File: src/rtl/tgv_pkg.sv
package tgv_pkg;
  typedef enum logic [1:0] {
    ST_IDLE   = 2'd0,
    ST_QUAL_P = 2'd1,
    ST_HELD   = 2'd2,
    ST_QUAL_A = 2'd3
  } tgv_state_e;
endpackage

File: src/rtl/tgv_tick_gen.sv
module tgv_tick_gen #(
  parameter int TICK_DIV = 4
) (
  input  logic clk_i,
  input  logic rst_ni,
  output logic tick_o
);
  localparam int DW = (TICK_DIV > 1) ? $clog2(TICK_DIV) : 1;
  localparam logic [DW-1:0] LAST = DW'(TICK_DIV - 1);

  logic [DW-1:0] div_q, div_d;
  logic          wrap;

  assign wrap   = (div_q == LAST);
  assign tick_o = wrap;

  always_comb begin
    if (wrap) div_d = '0;
    else      div_d = div_q + DW'(1);
  end

  always_ff @(posedge clk_i or negedge rst_ni) begin
    if (!rst_ni) div_q <= '0;
    else         div_q <= div_d;
  end
endmodule

File: src/rtl/tgv_guard_timer.sv
module tgv_guard_timer #(
  parameter int CNT_W = 8
) (
  input  logic             clk_i,
  input  logic             rst_ni,
  input  logic             tick_i,
  input  logic             run_i,
  input  logic [CNT_W-1:0] limit_i,
  output logic             done_o
);
  logic [CNT_W-1:0] cnt_q, cnt_d;
  logic             cnt_en;

  assign done_o = run_i && (cnt_q >= limit_i);
  assign cnt_en = !run_i || (tick_i && (cnt_q < limit_i));

  always_comb begin
    if (!run_i) cnt_d = '0;
    else        cnt_d = cnt_q + CNT_W'(1);
  end

  always_ff @(posedge clk_i or negedge rst_ni) begin
    if (!rst_ni)     cnt_q <= '0;
    else if (cnt_en) cnt_q <= cnt_d;
  end

  AST_TIMER_ONE_TICK_STEP: assert property (@(posedge clk_i) disable iff (!rst_ni)
    run_i && !tick_i |=> (cnt_q == $past(cnt_q)) || !$past(run_i));
  AST_TIMER_IDLE_ZERO: assert property (@(posedge clk_i) disable iff (!rst_ni)
    !run_i |=> cnt_q == '0);
endmodule

File: src/rtl/tgv_fsm.sv
module tgv_fsm
  import tgv_pkg::*;
(
  input  logic       clk_i,
  input  logic       rst_ni,
  input  logic       det_i,
  input  logic       enable_i,
  input  logic       pres_done_i,
  input  logic       abs_done_i,
  output logic       pres_run_o,
  output logic       abs_run_o,
  output logic       latch_o,
  output logic       held_next_o
);
  tgv_state_e state_q, state_d;

  assign pres_run_o  = (state_q == ST_QUAL_P) && det_i && enable_i;
  assign abs_run_o   = (state_q == ST_QUAL_A) && !det_i && enable_i;
  assign latch_o     = pres_run_o && pres_done_i;
  assign held_next_o = (state_d == ST_HELD) || (state_d == ST_QUAL_A);

  always_comb begin
    state_d = state_q;
    if (!enable_i) begin
      state_d = ST_IDLE;
    end else begin
      unique case (state_q)
        ST_IDLE:   if (det_i) state_d = ST_QUAL_P;
        ST_QUAL_P: begin
          if (!det_i)          state_d = ST_IDLE;
          else if (pres_done_i) state_d = ST_HELD;
        end
        ST_HELD:   if (!det_i) state_d = ST_QUAL_A;
        ST_QUAL_A: begin
          if (det_i)           state_d = ST_HELD;
          else if (abs_done_i) state_d = ST_IDLE;
        end
        default:   state_d = ST_IDLE;
      endcase
    end
  end

  always_ff @(posedge clk_i or negedge rst_ni) begin
    if (!rst_ni) state_q <= ST_IDLE;
    else         state_q <= state_d;
  end

  AST_SHORT_BURST_DROPPED: assert property (@(posedge clk_i) disable iff (!rst_ni)
    (state_q == ST_QUAL_P) && !det_i |=> state_q == ST_IDLE);
  AST_DROPOUT_BRIDGED: assert property (@(posedge clk_i) disable iff (!rst_ni)
    (state_q == ST_QUAL_A) && det_i && enable_i |=> state_q == ST_HELD);
  AST_END_NEEDS_GUARD: assert property (@(posedge clk_i) disable iff (!rst_ni)
    (state_q == ST_QUAL_A) && enable_i && !abs_done_i |=> state_q != ST_IDLE);
  AST_FORCED_IDLE: assert property (@(posedge clk_i) disable iff (!rst_ni)
    !enable_i |=> state_q == ST_IDLE);
endmodule

File: src/rtl/tone_guard_validator.sv
module tone_guard_validator #(
  parameter int CODE_W     = 4,
  parameter int CNT_W      = 8,
  parameter int TICK_DIV   = 4,
  parameter int SETTLE_CYC = 3
) (
  input  logic              clk_i,
  input  logic              rst_ni,
  input  logic              tone_det_i,
  input  logic [CODE_W-1:0] tone_code_i,
  input  logic              rx_off_i,
  input  logic              cp_mode_i,
  input  logic [CNT_W-1:0]  present_guard_i,
  input  logic [CNT_W-1:0]  absent_guard_i,
  input  logic              status_rd_i,
  output logic [CODE_W-1:0] rx_data_o,
  output logic              steer_o,
  output logic              tone_held_o,
  output logic              rx_full_o
);
  localparam int PW = (SETTLE_CYC > 0) ? SETTLE_CYC : 1;

  logic tick, enable;
  logic pres_run, abs_run, pres_done, abs_done;
  logic latch, held_next;

  logic [CODE_W-1:0] data_q;
  logic [PW-1:0]     pipe_q, pipe_d;
  logic              steer_q, steer_d;
  logic              full_q, full_d;
  logic              held_q;

  assign enable = !rx_off_i && !cp_mode_i;

  tgv_tick_gen #(.TICK_DIV(TICK_DIV)) u_tick (
    .clk_i (clk_i),
    .rst_ni(rst_ni),
    .tick_o(tick)
  );

  tgv_guard_timer #(.CNT_W(CNT_W)) u_pres_timer (
    .clk_i  (clk_i),
    .rst_ni (rst_ni),
    .tick_i (tick),
    .run_i  (pres_run),
    .limit_i(present_guard_i),
    .done_o (pres_done)
  );

  tgv_guard_timer #(.CNT_W(CNT_W)) u_abs_timer (
    .clk_i  (clk_i),
    .rst_ni (rst_ni),
    .tick_i (tick),
    .run_i  (abs_run),
    .limit_i(absent_guard_i),
    .done_o (abs_done)
  );

  tgv_fsm u_fsm (
    .clk_i      (clk_i),
    .rst_ni     (rst_ni),
    .det_i      (tone_det_i),
    .enable_i   (enable),
    .pres_done_i(pres_done),
    .abs_done_i (abs_done),
    .pres_run_o (pres_run),
    .abs_run_o  (abs_run),
    .latch_o    (latch),
    .held_next_o(held_next)
  );

  // Settle delay line between capture and the steering flag
  generate
    if (SETTLE_CYC > 0) begin : g_settle
      always_comb begin
        pipe_d[0] = latch && held_next;
        for (int i = 1; i < PW; i++) pipe_d[i] = pipe_q[i-1] && held_next;
      end
      always_comb steer_d = held_next && (steer_q || pipe_q[PW-1]);
    end else begin : g_nosettle
      always_comb pipe_d = '0;
      always_comb steer_d = held_next && (steer_q || latch);
    end
  endgenerate

  always_comb begin
    full_d = full_q;
    if (latch)            full_d = 1'b1;
    else if (status_rd_i) full_d = 1'b0;
  end

  always_ff @(posedge clk_i or negedge rst_ni) begin
    if (!rst_ni) begin
      data_q  <= '0;
      pipe_q  <= '0;
      steer_q <= 1'b0;
      full_q  <= 1'b0;
      held_q  <= 1'b0;
    end else begin
      if (latch) data_q <= tone_code_i;
      pipe_q  <= pipe_d;
      steer_q <= steer_d;
      full_q  <= full_d;
      held_q  <= held_next;
    end
  end

  assign rx_data_o   = data_q;
  assign steer_o     = steer_q;
  assign tone_held_o = held_q;
  assign rx_full_o   = full_q;

  AST_DATA_ONLY_ON_CAPTURE: assert property (@(posedge clk_i) disable iff (!rst_ni)
    !$stable(data_q) |-> $past(latch));
  AST_FULL_ON_CAPTURE: assert property (@(posedge clk_i) disable iff (!rst_ni)
    latch |=> full_q);
  AST_STEER_WITHIN_TONE: assert property (@(posedge clk_i) disable iff (!rst_ni)
    steer_q |-> held_q);
  AST_NO_STEER_AT_CAPTURE: assert property (@(posedge clk_i) disable iff (!rst_ni)
    $rose(held_q) |-> !steer_q);
endmodule

File: config.mk
export PLATFORM = sky130hd
export DESIGN_NAME = tone_guard_validator
export DESIGN_NICKNAME = d
export VERILOG_FILES = /design/src/rtl/tgv_pkg.sv /design/src/rtl/tgv_tick_gen.sv /design/src/rtl/tgv_guard_timer.sv /design/src/rtl/tgv_fsm.sv /design/src/rtl/tone_guard_validator.sv
export SDC_FILE = /design/constraint.sdc
export NUM_CORES = 1
export LEC_CHECK = 0
export BUFFER_PORTS_ARGS = -buffer_cell sky130_fd_sc_hd__buf_2
export CAP_MARGIN = 20
export CELL_PAD_IN_SITES_DETAIL_PLACEMENT = 1
export CELL_PAD_IN_SITES_GLOBAL_PLACEMENT = 2
export CORE_ASPECT_RATIO = 0.9
export CORE_MARGIN = 2
export CORE_UTILIZATION = 34
export DETAILED_ROUTE_END_ITERATION = 16
export PLACE_DENSITY_LB_ADDON = 0.1
export SYNTH_ARGS = -nofsm -noshare
export SYNTH_HDL_FRONTEND = slang
export SYNTH_SLANG_ARGS = --single-unit
File: constraint.sdc
create_clock -name clk_i -period 2.75 [get_ports clk_i]
set_clock_uncertainty 0.15 [all_clocks]
set_input_delay 0.275 -clock clk_i [delete_from_list [all_inputs] [get_ports clk_i]]
set_output_delay 0.275 -clock clk_i [all_outputs]
set_load 0.03 [all_outputs]
==> impl_metrics.py <==
metrics = {
    "flow_run": {
        "drv_cap": 0,
    },
    "clock_tree": {
        "clock_tree_from_tritoncts": "built",
        "clock_tree.root_cell": "sky130_fd_sc_hd__clkbuf_8",
        "numCtsBuffers": 5,
        "cts-root-to-sink-buffers": 2,
        "cts-resized-gates": 0,
        "ctsHtreeMaxLevel": 2,
        "cts.hold.buffers_added": 1,
        "post_cts_buffers": 0,
        "numClockSinks": 30,
        "clk_pin_slew_ps": 60,
        "clock_latency_late_sink_ps": 280,
    },
    "detailed_routing": {
        "routed_wl_um": 4470,
        "ant_nets": 0,
        "firstDrtPassIters": 4,
        "via_count": 1579,
        "vias_per_cell": 5.30,
        "wl_per_cell_um": 15.0,
        "drt_iter0_markers": 34,
        "drc_errors": 0,
    },
    "yosys": {
        "synth.ff_latch_count": 30,
        "netlist.top_cell.by_area": "sky130_fd_sc_hd__dfrtp_1",
        "asyncSetResetFlopFracSynth_pct": 100,
        "synth_enable_flop_cells": 0,
        "yosys.area.top_type_share_pct": 40.6,
        "synthFlopType": "sky130_fd_sc_hd__dfrtp_1",
        "ys_top_cells_by_area": "sky130_fd_sc_hd__dfrtp_1, sky130_fd_sc_hd__ha_1, sky130_fd_sc_hd__inv_1",
        "post_synth_num_cell_types": 38,
        "yosys.cell_count.top_type": "sky130_fd_sc_hd__dfrtp_1",
        "yosysSeqAreaShare_pct": 40.6,
        "ys_top_cells_by_count": "sky130_fd_sc_hd__dfrtp_1, sky130_fd_sc_hd__inv_1, sky130_fd_sc_hd__ha_1",
        "syn-instance-count": 193,
        "syn-mean-instance-area_um2": 9.58,
        "synth_area_mm2": 0.00185,
        "synth_nets": 238,
        "synth_warnings": 0,
    },
    "worst_setup_path": {
        "end_kind": "flip-flop",
        "cpPeakStageDelay_ps": 490,
        "timing.critical_path.buf_inv": 0,
        "worstSetupPathType": "reg2reg",
        "critical_path.top_delay_family": "compound AO/OA/AOI/OAI gates",
        "cp_data_arrival_time_ps": 2560,
        "timing.critical_path.to": "u_abs_timer.cnt_q[7]",
        "worst-r2r-cell-count": 6,
        "timing.critical_path.fanout_max": 11,
        "startpoint_type": "flip-flop",
        "regToRegSetupSlack_ps": 250,
        "r2r-end": "u_abs_timer.cnt_q[7]",
        "critical-path-top-cell-by-count": "sky130_fd_sc_hd__or3_1",
        "path_depth": 6,
        "required_arrival_time_at_the_worst_endpoint_ps": 2810,
        "startpoint": "u_abs_timer.cnt_q[5]",
        "beginning_of_the_worst_register_to_register_path": "u_abs_timer.cnt_q[5]",
        "slowest_stage_cell_crit_path": "sky130_fd_sc_hd__a311o_1",
        "crit_path_cell_trace": "ha_1, a21o_1, a311o_1, or3_1, or3_1, a21oi_1",
    },
    "pwr": {
        "max_rail_drop_vdd_uv": 245,
        "leakage_nw": 1.07,
        "power-per-cell-area_mw_per_mm2": 393,
    },
    "placement": {
        "routabilityCongestion": 0.716,
        "place_worst_setup_slack_ps": 269,
        "place_inst": 291,
        "post-dp-hpwl_um": 3500,
        "detailed_place.area_mm2": 0.00209,
        "portBuffers": 32,
    },
    "grt": {
        "antenna_found_initial": 0,
        "grt_remaining_overflow": 0,
        "grt_first_pass_wirelength_um": 7660,
        "groute.usage.overall_pct": 16.6,
        "grt_pass1_vias": 1696,
        "grt_max_degree": 31,
    },
    "finish": {
        "layout-area-overhead-vs-synth_pct": 18.2,
        "stdcell_count": 298,
        "fill_cells": 630,
        "layout-drive-gt1-share_pct": 20.8,
        "finalNetCount": 277,
        "postLayoutCellArea_mm2": 0.00219,
        "final_util_pct": 41.6,
        "num_antenna_cells": 0,
    },
    "timing": {
        "slew_violations": 0,
        "grt_setup_unrepaired": "false",
        "fmax_mhz": 400,
        "period_minus_slack_ps": 2500,
        "final-hold-violation-count": 0,
        "fin_crit_sh_pct": 90.9,
        "setup_slack_ps": 249,
        "worst-slew-pin-transition_ps": 864,
        "timing.max_slew.rel_slack_pct": 42.4,
        "final-setup-viol-count": 0,
        "setup-tns-final_ps": 0,
    },
    "worst_hold_path": {
        "hold_class": "in2reg",
    },
    "floorplanning": {
        "num_rows": 25,
        "floorplan.io_pins": 33,
        "die_y_um": 74.0,
        "fp.dieArea_mm2": 0.00605,
        "initial_core_utilization_pct": 35.2,
        "design.core.area_mm2": 0.00526,
        "fp.dieW_um": 81.7,
    },
    "outcome": {
        "status": "completed",
    },
}
routing by layer:
metal	part of all wire, %	GRT usage [%]
met5	0	0
met3	3.8	5.22
met2	46	27.2
met1	49	21.6
met4	0.87	3.52
cell type report:
| class | count | area [um2] | area share, % |
|---|---|---|---|
| inverters | 21 | 78.8 | 3.61 |
| clock buffers | 6 | 82.6 | 3.78 |
| flip-flops and latches | 30 | 751 | 34.3 |
| well taps | 67 | 83.8 | 3.84 |
| repair buffers | 36 | 193 | 8.82 |
| multi-input cells | 138 | 997 | 45.6 |
stage by stage:
| step | hold slack (ps) | total power, mW |
|---|---|---|
| after floorplan | -171 | 0.476 |
| after global placement | 214 | 0.507 |
| after detailed placement | 225 | 0.512 |
| after CTS | 26.3 | 0.873 |
| after global routing | 34.5 | 0.908 |
| final | 30.6 | 0.859 |
cells by family (layout without fill, tap and decap cells):
family	Yosys count	count (layout)	share of synthesized area, %
xor gates and xnor gates	6	6	2.84
DFF	30	30	40.6
AOI/OAI and AO/OA	52	52	18.9
and+or+nand+nor	56	56	16.4
buffers and inverters	25	63	5.48
adders and majority gates	19	19	12.9
muxes	5	5	2.98
cell usage in the layout, fill, tap and decap left out, drive strengths merged, types with 5 or more instances in the layout:
cell type  netlist  routed
clkbuf           3       6
nand3            8       8
ha              19      19
inv             21      21
nor2            13      13
nand2           12      12
dfrtp           30      30
o21ai            7       7
buf              1      35
a21o             5       5
xnor2            6       6
a21oi           14      14
or3              6       6
report_power, final:
part / internal, mW / switching [mW]
logic: 0.0256 / 0.0335
registers: 0.443 / 0.00147
clock network: 0.193 / 0.163
total: 0.661 / 0.198
sequential cells by signal (all words and copies together) (netlist names):
name / flops
rx_full_o: 1
pipe_q: 3
u_fsm.state_q: 2
tone_held_o: 1
u_pres_timer.cnt_q: 8
u_abs_timer.cnt_q: 8
u_tick.div_q: 2
steer_o: 1
rx_data_o: 4
worst min path at each step:
stage	startpoint	to	cells past startpoint
after floorplan	rst_ni	pipe_q[0]	0
after global placement	rst_ni	u_abs_timer.cnt_q[6]	1
after detailed placement	rst_ni	u_abs_timer.cnt_q[6]	1
after CTS	status_rd_i	rx_full_o	2
after global routing	status_rd_i	rx_full_o	2
final	status_rd_i	rx_full_o	2
Note: power is estimated with default switching activity, not from simulation.
